==> src/rtl/fsync_spi_pkg.sv <==
// Shared constants for the frame-synchronised SPI master: register
// addresses, control field positions and the width-code decoder.
package fsync_spi_pkg;
    localparam int WORD_MAX = 32;
    localparam int CNT_W    = $clog2(WORD_MAX + 1);

    localparam logic [1:0] ADR_CTL  = 2'd0;
    localparam logic [1:0] ADR_DATA = 2'd1;
    localparam logic [1:0] ADR_STAT = 2'd2;

    localparam int B_EN    = 0;
    localparam int B_CPOL  = 1;
    localparam int B_CPHA  = 2;
    localparam int B_SMP   = 3;
    localparam int B_FPOL  = 4;
    localparam int B_WID   = 5;
    localparam int B_QUIET = 7;
    localparam int B_DIV   = 8;

    typedef enum logic {ENG_IDLE, ENG_SHIFT} eng_state_t;

    // Word length selected by the 2-bit width code; the reserved code gives 8.
    function automatic logic [CNT_W-1:0] word_len(input logic [1:0] code);
        case (code)
            2'b01:   word_len = CNT_W'(16);
            2'b10:   word_len = CNT_W'(32);
            default: word_len = CNT_W'(8);
        endcase
    endfunction
endpackage

==> src/rtl/spi_clk_div.sv <==
// Serial clock generator. It divides clk by 2*(div_i+1) while en_i is high
// and flags the idle-to-active (lead) and active-to-idle (trail)
// transitions in the cycle in which sck_o changes. Assumes div_i is
// constant while en_i is high.
module spi_clk_div #(
    parameter int DIV_W = 8
) (
    input  logic             clk,
    input  logic             rst_n,
    input  logic             en_i,
    input  logic [DIV_W-1:0] div_i,
    input  logic             cpol_i,
    output logic             lead_o,
    output logic             trail_o,
    output logic             sck_o
);
    logic [DIV_W-1:0] cnt_q;
    logic             ph_q;
    logic             tick;

    assign tick    = en_i && (cnt_q == div_i);
    assign lead_o  = tick && !ph_q;
    assign trail_o = tick && ph_q;
    assign sck_o   = ph_q ^ cpol_i;

    // Half-period counter and clock phase; parked at the idle phase when disabled.
    always_ff @(posedge clk) begin
        if (!rst_n || !en_i) begin
            cnt_q <= '0;
            ph_q  <= 1'b0;
        end else if (cnt_q == div_i) begin
            cnt_q <= '0;
            ph_q  <= ~ph_q;
        end else begin
            cnt_q <= cnt_q + 1'b1;
        end
    end
endmodule

==> src/rtl/spi_frame_engine.sv <==
// Word engine. It waits for an active frame sync on a sample edge, loads
// the queued word left-aligned, drives one bit per launch edge and
// captures sdi_i either on sample edges or on the next launch edge. Assumes
// launch_i and samp_i are never high in the same cycle.
module spi_frame_engine
    import fsync_spi_pkg::*;
(
    input  logic                clk,
    input  logic                rst_n,
    input  logic                en_i,
    input  logic                launch_i,
    input  logic                samp_i,
    input  logic                fsync_act_i,
    input  logic [WORD_MAX-1:0] load_word_i,
    input  logic [CNT_W-1:0]    nbits_i,
    input  logic                smp_end_i,
    input  logic                quiet_i,
    input  logic                sdi_i,
    output logic                start_o,
    output logic                done_o,
    output logic                busy_o,
    output logic                sdo_o,
    output logic [WORD_MAX-1:0] rx_o
);
    eng_state_t          st_q;
    logic [WORD_MAX-1:0] sh_q, rx_q;
    logic [CNT_W-1:0]    lcnt_q, scnt_q;
    logic                sdo_q;

    assign start_o = en_i && (st_q == ENG_IDLE) && samp_i && fsync_act_i;
    assign done_o  = (st_q == ENG_SHIFT) && (scnt_q == nbits_i);
    assign busy_o  = (st_q == ENG_SHIFT);
    assign sdo_o   = sdo_q && !quiet_i;
    assign rx_o    = rx_q;

    // Frame sequencing: start on sync, shift out on launch, capture on the chosen edge.
    always_ff @(posedge clk) begin
        if (!rst_n || !en_i) begin
            st_q   <= ENG_IDLE;
            sh_q   <= '0;
            rx_q   <= '0;
            lcnt_q <= '0;
            scnt_q <= '0;
            sdo_q  <= 1'b0;
        end else if (st_q == ENG_IDLE) begin
            sdo_q <= 1'b0;
            if (samp_i && fsync_act_i) begin
                st_q   <= ENG_SHIFT;
                sh_q   <= load_word_i << (CNT_W'(WORD_MAX) - nbits_i);
                lcnt_q <= '0;
                scnt_q <= '0;
            end
        end else if (scnt_q == nbits_i) begin
            st_q <= ENG_IDLE;
        end else begin
            if (launch_i) begin
                if (lcnt_q != nbits_i) begin
                    sdo_q  <= sh_q[WORD_MAX-1];
                    sh_q   <= {sh_q[WORD_MAX-2:0], 1'b0};
                    lcnt_q <= lcnt_q + 1'b1;
                end
                if (smp_end_i && lcnt_q != '0) begin
                    rx_q   <= {rx_q[WORD_MAX-2:0], sdi_i};
                    scnt_q <= scnt_q + 1'b1;
                end
            end
            if (samp_i && !smp_end_i && scnt_q < lcnt_q) begin
                rx_q   <= {rx_q[WORD_MAX-2:0], sdi_i};
                scnt_q <= scnt_q + 1'b1;
            end
        end
    end
endmodule

==> src/rtl/fsync_spi_master.sv <==
// Frame-synchronised SPI master top. It holds the control, data and status
// registers and connects the clock divider to the word engine. Assumes
// fsync_i and sdi_i are already synchronous to clk and DIV_W <= 24.
module fsync_spi_master
    import fsync_spi_pkg::*;
#(
    parameter int DIV_W = 8
) (
    input  logic        clk,
    input  logic        rst_n,
    input  logic        reg_wr,
    input  logic        reg_rd,
    input  logic [1:0]  reg_addr,
    input  logic [31:0] reg_wdata,
    output logic [31:0] reg_rdata,
    output logic        irq_o,
    output logic        sck_o,
    output logic        sdo_o,
    output logic        sdo_oe_o,
    input  logic        sdi_i,
    input  logic        fsync_i
);
    localparam int CTL_W = B_DIV + DIV_W;

    logic                en_q, cpol_q, cpha_q, smp_q, fpol_q, quiet_q;
    logic [1:0]          wid_q;
    logic [DIV_W-1:0]    div_q;
    logic [WORD_MAX-1:0] tx_buf_q, rx_buf_q, eng_rx, rx_mask;
    logic                tx_valid_q, rx_full_q, ovf_q, irq_q;
    logic                lead, trail, launch, samp;
    logic                eng_start, eng_done, eng_busy;
    logic [CNT_W-1:0]    nbits;
    logic [CTL_W-1:0]    ctl_vec;
    logic                wr_ctl, wr_data, wr_stat, rd_data, full_eff;

    assign wr_ctl   = reg_wr && reg_addr == ADR_CTL;
    assign wr_data  = reg_wr && reg_addr == ADR_DATA;
    assign wr_stat  = reg_wr && reg_addr == ADR_STAT;
    assign rd_data  = reg_rd && reg_addr == ADR_DATA;
    assign full_eff = rx_full_q && !rd_data;
    assign nbits    = word_len(wid_q);
    assign rx_mask  = {WORD_MAX{1'b1}} >> (CNT_W'(WORD_MAX) - nbits);
    assign launch   = cpha_q ? lead : trail;
    assign samp     = cpha_q ? trail : lead;
    assign irq_o    = irq_q;
    assign sdo_oe_o = en_q && !quiet_q;
    assign ctl_vec  = {div_q, quiet_q, wid_q, fpol_q, smp_q, cpha_q, cpol_q, en_q};

    spi_clk_div #(.DIV_W(DIV_W)) u_clk (
        .clk(clk), .rst_n(rst_n), .en_i(en_q), .div_i(div_q), .cpol_i(cpol_q),
        .lead_o(lead), .trail_o(trail), .sck_o(sck_o)
    );

    spi_frame_engine u_eng (
        .clk(clk), .rst_n(rst_n), .en_i(en_q), .launch_i(launch), .samp_i(samp),
        .fsync_act_i(fsync_i == fpol_q),
        .load_word_i(tx_valid_q ? tx_buf_q : '0),
        .nbits_i(nbits), .smp_end_i(smp_q), .quiet_i(quiet_q), .sdi_i(sdi_i),
        .start_o(eng_start), .done_o(eng_done), .busy_o(eng_busy),
        .sdo_o(sdo_o), .rx_o(eng_rx)
    );

    // Control register; clock polarity and edge are locked while enabled.
    always_ff @(posedge clk) begin
        if (!rst_n) begin
            {en_q, cpol_q, cpha_q, smp_q, fpol_q, quiet_q} <= '0;
            wid_q <= '0;
            div_q <= '0;
        end else if (wr_ctl) begin
            en_q    <= reg_wdata[B_EN];
            smp_q   <= reg_wdata[B_SMP];
            fpol_q  <= reg_wdata[B_FPOL];
            wid_q   <= reg_wdata[B_WID +: 2];
            quiet_q <= reg_wdata[B_QUIET];
            div_q   <= reg_wdata[B_DIV +: DIV_W];
            if (!en_q) begin
                cpol_q <= reg_wdata[B_CPOL];
                cpha_q <= reg_wdata[B_CPHA];
            end
        end
    end

    // Transmit buffer: a write queues a word, a frame start consumes it.
    always_ff @(posedge clk) begin
        if (!rst_n) begin
            tx_buf_q   <= '0;
            tx_valid_q <= 1'b0;
        end else if (wr_data) begin
            tx_buf_q   <= reg_wdata;
            tx_valid_q <= en_q;
        end else if (eng_start || !en_q) begin
            tx_valid_q <= 1'b0;
        end
    end

    // Receive buffer, overflow and interrupt flags with write-one-to-clear.
    always_ff @(posedge clk) begin
        if (!rst_n) begin
            rx_buf_q  <= '0;
            rx_full_q <= 1'b0;
            ovf_q     <= 1'b0;
            irq_q     <= 1'b0;
        end else if (!en_q) begin
            rx_full_q <= 1'b0;
            ovf_q     <= 1'b0;
            irq_q     <= 1'b0;
        end else begin
            rx_full_q <= full_eff;
            if (wr_stat && reg_wdata[1]) ovf_q <= 1'b0;
            if (wr_stat && reg_wdata[2]) irq_q <= 1'b0;
            if (eng_done) begin
                irq_q <= 1'b1;
                if (full_eff) begin
                    ovf_q <= 1'b1;
                end else begin
                    rx_buf_q  <= eng_rx & rx_mask;
                    rx_full_q <= 1'b1;
                end
            end
        end
    end

    // Read data multiplexer.
    always_comb begin
        case (reg_addr)
            ADR_CTL:  reg_rdata = 32'(ctl_vec);
            ADR_DATA: reg_rdata = rx_buf_q;
            ADR_STAT: reg_rdata = {29'd0, irq_q, ovf_q, rx_full_q};
            default:  reg_rdata = '0;
        endcase
    end
endmodule

==> config.mk <==
export PLATFORM = sky130hd
export DESIGN_NAME = fsync_spi_master
export DESIGN_NICKNAME = d
export VERILOG_FILES = /design/src/rtl/fsync_spi_pkg.sv /design/src/rtl/spi_clk_div.sv /design/src/rtl/spi_frame_engine.sv /design/src/rtl/fsync_spi_master.sv
export SDC_FILE = /design/constraint.sdc
export NUM_CORES = 1
export LEC_CHECK = 0
export ABC_AREA = 1
export BUFFER_PORTS_ARGS = -buffer_cell sky130_fd_sc_hd__buf_2
export CORE_MARGIN = 2
export CORE_UTILIZATION = 54
export DETAILED_ROUTE_END_ITERATION = 10
export PLACE_DENSITY_LB_ADDON = 0.08
export SYNTH_ARGS = -nofsm -noshare
export SYNTH_HDL_FRONTEND = slang
export SYNTH_SLANG_ARGS = --single-unit
==> constraint.sdc <==
create_clock -name clk -period 1.9 [get_ports clk]
set_input_delay 0.19 -clock clk [delete_from_list [all_inputs] [get_ports clk]]
set_output_delay 0.19 -clock clk [all_outputs]
set_load 0.02 [all_outputs]
* Word level (Yosys, flattened, before mapping)
Index checks and enable logic that the tools add are counted. W data, S select, Z words.
Storage, ports and cells: flip-flop bits (word level) 171, bits in latches 0, bits in writable memories 0, bits in read-only memories 0, output and inout port bits 36, memories kept 0
Operators by class: add/sub/neg operators 4, $mul 0, div/mod/pow operators 0, magnitude comparators 1, equality and inequality tests 13, shifts and indexed selects 2, multiplexer cells 34, bitwise gates (word level) 7, reduce and logical (&&, ||, !) cells 44
Operators with widths (number):
- $mux W32 | 9
- $pmux W32 S3 | 1
- $mux W6 | 10
- $and A32 B32 Y32 | 1
- $shl A32 B6 Y32 | 1
- $shr A32 B6 Y32 const A | 1
- $logic_and A1 B1 Y1 | 20
- $mux W1 | 13
- $add A6 B1 Y6 const B | 2
- $pmux W6 S2 | 1
- $reduce_and A4 Y1 | 3
- $reduce_bool A2 Y1 | 5
- $add A8 B1 Y8 const B | 1
- $eq A8 B8 Y1 | 1
- $eq A6 B6 Y1 | 1
- $logic_not A1 Y1 | 6
- $lt A6 B6 Y1 | 1
- $ne A2 B2 Y1 const B | 3
- $ne A3 B3 Y1 const B | 2
- $ne A6 B6 Y1 | 1
- $reduce_and A3 Y1 | 2
- $reduce_bool A6 Y1 | 1
- $sub A6 B6 Y6 const A | 1
- $not A1 Y1 | 5
- 8 further kinds | 13

* Depth between registers and ports, before layout
depth after elaboration 9, depth in mapped cells 18

* Hierarchy
Synthesis repeated with hierarchy kept, for this count alone.
Unflattened totals: cells, all modules 1663, area total of the unflattened synthesis 10278.6 µm²
Modules (own cells, without submodules):
- spi_frame_engine | times used 1, cells an instance 992, area each 5785.5 µm², sequential area each 1561.5 µm²
- fsync_spi_master | times used 1, cells an instance 601, area each 3973.8 µm², sequential area each 1681.6 µm²
- spi_clk_div | times used 1, cells an instance 70, area each 519.2 µm², sequential area each 180.2 µm²

* Worst setup path after synthesis
OpenSTA, ideal clock, no wires.
path type register to register, from register wid_q[0], to register rx_buf_q[10], library setup time 0.137 ns, data arrival time 1.920 ns, path slack -0.157 ns, stages on the path, launching flop included 12, buffers on the path 1, clock period less this slack 2.057 ns, cell sequence dfxtp_1 -> inv_1 -> ha_1 -> inv_1 -> o22ai_1 -> a21oi_1 -> nand2_1 -> nor2_1 -> inv_1 -> nor3_4 -> clkbuf_1 -> a211oi_1
Between the ends: cells in the longest elaborated chain, start to end 5
Ends and longest elaborated chain:
- start, declared | line fsync_spi_master.sv:26 | logic [1:0] wid_q;
- start signal, assigned | line fsync_spi_master.sv:73 | wid_q <= reg_wdata[B_WID +: 2];
- $eq A2 B2 Y1 / $eq A2 B1 Y1 (equally long branches) | line fsync_spi_pkg.sv:24 | case (code)
- $pmux W6 S2 (*) | line fsync_spi_pkg.sv:24
- $sub A6 B6 Y6 / $eq A6 B6 Y1 (equally long branches) | line fsync_spi_master.sv:42, spi_frame_engine.sv:31
- $shr A32 B6 Y32 / $logic_and A1 B1 Y1 (equally long branches) | line fsync_spi_master.sv:42, spi_frame_engine.sv:31
- $and A32 B32 Y32 / $reduce_and A3 Y1 (equally long branches)
- end signal, assigned | line fsync_spi_master.sv:116 | rx_buf_q <= eng_rx & rx_mask;
- end, declared | line fsync_spi_master.sv:28 | logic [WORD_MAX-1:0] tx_buf_q, rx_buf_q, eng_rx, rx_mask;
Every way passes the cells marked *; elsewhere a longest branch is shown, timed or not. A chain may end at the register's enable or synchronous reset.

* Worst setup path in the final report
from register wid_q[0], to register u_eng.sh_q[14]
Between the ends: cells in the longest elaborated chain, start to end 6
Ends and longest elaborated chain:
- $eq A2 B2 Y1 / $eq A2 B1 Y1 (equally long branches) | line fsync_spi_pkg.sv:24
- $pmux W6 S2 (*) | line fsync_spi_pkg.sv:24
- $sub A6 B6 Y6 | line spi_frame_engine.sv:49 | sh_q <= load_word_i << (CNT_W'(WORD_MAX) - nbits_i);
- $shl A32 B6 Y32 | line spi_frame_engine.sv:49
- $mux W32 | line spi_frame_engine.sv:47 | if (samp_i && fsync_act_i) begin
- $mux W32 | line spi_frame_engine.sv:45 | end else if (st_q == ENG_IDLE) begin
- end signal, assigned | line spi_frame_engine.sv:49
- end signal, assigned | line spi_frame_engine.sv:59 | sh_q <= {sh_q[WORD_MAX-2:0], 1'b0};
- end, declared | line spi_frame_engine.sv:26 | logic [WORD_MAX-1:0] sh_q, rx_q;
Every way passes the cells marked *; elsewhere a longest branch is shown, timed or not. The select of a mux whose other input is x is not followed.

==> summary.md <==
| Metric | Value |
|---|---|
| Setup slack, reg-to-reg | `-0.36 ns` |
| Synth area leaders | `dfxtp_1 (43%), nand2_1 (9.8%), nor2_1 (9.7%), o21ai_0 (7.8%), a21oi_1 (5.6%)` |
| First-pass GRT wire length | `37.21 mm` |
| Largest net degree at the start of global routing | `53` |
| Die width | `around 130 um` |
| Antenna fix cells | `0` |
| HP Class | `input port to flip-flop` |
| CTS tree | `yes` |
| Post-synthesis adder-cell area fraction | `around 2.0%` |
| Finished Layout Cells | `about 1500` |
| DRC viols | `0` |
| PwrDens | `around 730 nW/um^2` |
| XOR/XNOR share of the synthesized area | `under 10%` |
| Vias in the first global route | `between 7000 and 8000` |
| Vias per cell | `~5.6` |
| Synth Instances | `around 1100` |
| Lkg Pwr | `between 0.004 and 0.005 uW` |
| Die Area | `~16000 um^2` |
| Max Cap Viol | `0` |
| Critical path peak fanout | `8` |
| CP max stage cell | `dfxtp_2` |
| Crit path time final | `~2.3 ns` |
| Post-Syn Area per Cell | `between 7 and 8 um^2` |
| Num rows | `44` |
| Measured slew at the worst slew-check pin | `approximately 0.73 ns` |
| Detailed-route via count | `around 8300` |
| Synth unique cells | `47` |
| Setup Viol. Count Final | `between 100 and 150` |
| Synthesized Nets | `about 1200` |
| Crit-path max cell delay | `0.36 ns` |
| Failing checks | `hold timing, setup timing` |
| Final Max Slew Viols | `0` |
| IO Count | `76` |
| Post-Synth Simple-Gate Area | `23.77%` |
| Final nets | `around 1400` |
| Status | `complete, but fails checks` |
| Commonest non-fill, non-tap cell in the layout | `nand2_1` |
| Placed Instances | `1435` |
| Num Clock Sinks | `about 170` |
| DP Wirelength | `~16 mm` |
| Cell breakdown of the critical path | `inv_4, ha_4, inv_2, o22ai_2, a21oi_2, nand2_2, buf_4, buf_6, inv_4, buf_6, o21ai_4, nand2_8, clkbuf_16, o21ai_4, nor2_1` |
| Drt pass-1 iters | `5` |
| Period utilization | `118.8%` |
| Area growth syn-to-layout | `37.12%` |
| Worst vdd ir | `around 0.65 mV` |
| Final wirelength | `~25 mm` |
| Multi-input gate area | `around 4500 um^2` |
| Root Buffer Master | `clkbuf_16` |
| H-tree depth | `4` |
| Pre-CTS setup slack | `-0.2290 ns` |
| Final Skew | `0.01162 ns` |
| CTS Buf Count | `17` |
| Worst EP required | `about 2.2 ns` |
| Mapped Area | `8016 um^2` |
| Worst Setup Slack, final | `-0.3565 ns` |
| Post-cts hold buffer count | `0` |
| Slew headroom | `slightly above 50%` |
| FF+latch count, synth | `~170` |
| Synth Area in Compound Gates | `between 20% and 30%` |
| Starting Density | `a little under three fifths` |
| Die H | `about 130 um` |
| Clk buf depth | `2` |
| Gr usage total | `29.20%` |
| Clock Latency Late Sink | `about 0.44 ns` |
| Crit Path Class | `flip-flop to flip-flop` |
| Global route total overflow | `0` |
| Mux contribution to synthesized area | `0%` |
| Layout cell share with drive strength beyond 1 | `31.86%` |
| Register area | `between 3000 and 4000 um^2` |
| Share of the synthesized area in the top cell type | `a little over two fifths` |
| WP buf/inv | `7` |
| Synth Warn # | `0` |
| Fmax | `between 400 and 500 MHz` |
| Final Hold Viols | `1` |
| Hold WS | `-0.01528 ns` |
| Core area | `approximately 15000 um^2` |
| Gpl congestion | `just over 0.9` |
| Most frequent cells in the layout | `nand2_1 (190), nor2_1 (165), dfxtp_1 (157)` |
| Crit path capture type | `flip-flop` |
| Drt wl/cell | `approximately 17 um` |
| CP Data Arrival Time | `2.59 ns` |
| Fillers | `1084` |
| DRT iter0 DRCs | `roughly 740` |
| Setup tns final | `-23.64 ns` |
| CP top delay family | `buffers and inverters` |
| PortBufs | `75` |
| Post-route ant nets | `0` |
| Clock-pin slew on the worst setup and hold paths | `~0.070 ns` |
| Worst setup SP type | `flip-flop` |
| Initial antenna violation count | `0` |
| Seq/Total Area, Yosys | `a little over two fifths` |
| RSZ-0062 raised after global routing | `true` |
| Area leader, netlist | `dfxtp_1` |
| Largest family of logic cells by synthesized area | `simple AND/OR/NAND/NOR gates` |
where the power goes:
part	switching [uW]	total, uW	leakage, uW	internal, uW
Clock	1610	3630	0.000291	2020
Sequential	36.4	3670	0.00139	3640
Combinational	460	758	0.00266	298
Total	2100	8060	0.00434	5960
per-stage QoR:
step / power [uW] / hold WS (ns) / area (um^2) / utilization (%)
finish: 8058 / -0.01528 / 10990 / 75.63
global route: 8310 / 0.009734 / 10990 / 75.63
CTS: 7961 / 0.004520 / 10050 / 69.13
detailed placement: 4362 / 0.4432 / 9165 / 63.06
global placement: 4355 / 0.4399 / 9165 / 63.06
floorplan: 4112 / 0.3544 / 8093 / -
final cells by class:
| class | instances | share of cell area (%) |
|---|---|---|
| repair buffers | 201 | 15.69 |
| clock inverters | 14 | 1.582 |
| well taps | 184 | 2.094 |
| multi-input cells | 785 | 40.56 |
| clock buffers | 18 | 3.995 |
| inverters | 124 | 4.508 |
| repair inverters | 2 | 0.2504 |
| flip-flops and latches | 171 | 31.33 |
synthesized netlist by cell type, drive strengths merged:
cell type and n:
o41ai 1, nand4 6, o22ai 5, o21ai 129, o211ai 9, nor4 2, inv 120, nand3 33
clkinv 4, nor2 210, a31oi 2, nand2 214, nor3 6, xnor2 2, a21oi 91, dfxtp 171
buf 19, nand3b 1, o221ai 1, a211oi 26, clkbuf 46, o221a 1, a221oi 4, nor3b 1
a22o 7, xor2 8, a22oi 5, o2111a 1, ha 13, a221o 6
flip-flops by register name, indices dropped and copies added, names as in the netlist, 2 cells and up:
| signal | count |
|---|---|
| rx_buf_q | 32 |
| tx_buf_q | 32 |
| u_eng.rx_o | 32 |
| u_eng.sh_q | 32 |
| div_q | 8 |
| u_clk.cnt_q | 8 |
| u_eng.lcnt_q | 6 |
| u_eng.scnt_q | 6 |
| wid_q | 2 |
timing repair:
| item | CTS | global route |
|---|---|---|
| resized for setup | 69 | 203 |
| pin swaps | 8 | 40 |
| cloned | 5 | 10 |
| setup endpoints to repair | 108 | 109 |
| buffers inserted | 8 | 9 |
| hold endpoints to repair | 0 | 0 |
worst paths after layout:
check               startpoint             end  cells past startpoint
hold / removal           sdi_i   u_eng.rx_o[0]                      3
setup reg to reg      wid_q[0]  u_eng.sh_q[14]                     15
setup / recovery      wid_q[0]  u_eng.sh_q[14]                     15
hold reg to reg   tx_buf_q[26]    tx_buf_q[26]                      2
worst reg2reg max path: stages, from the launching register on:
cell and delay, ns:
dfxtp_2 0.36, inv_4 0.05, ha_4 0.28, inv_2 0.04, o22ai_2 0.15, a21oi_2 0.05, nand2_2 0.09, buf_4 0.11
buf_6 0.09, inv_4 0.03, buf_6 0.10, o21ai_4 0.20, nand2_8 0.17, clkbuf_16 0.23, o21ai_4 0.14, nor2_1 0.06
kinds of logic after synthesis:
logic type	count (synthesis)
simple gates	473
flops	171
buf+inv	189
xor+xnor	10
compound gates	288
fa+ha+maj	13
layer usage:
metal	share of wire, %	vias up	wire length [um]	global-route usage, %
li1	-	4066	-	-
met1	41	3859	10210	38.66
met2	49	332	12320	48.71
met3	7.1	68	1777	5.395
met4	3.2	0	802	9.114
met5	0	-	0	0
Note: power is estimated with default switching activity, not from simulation.
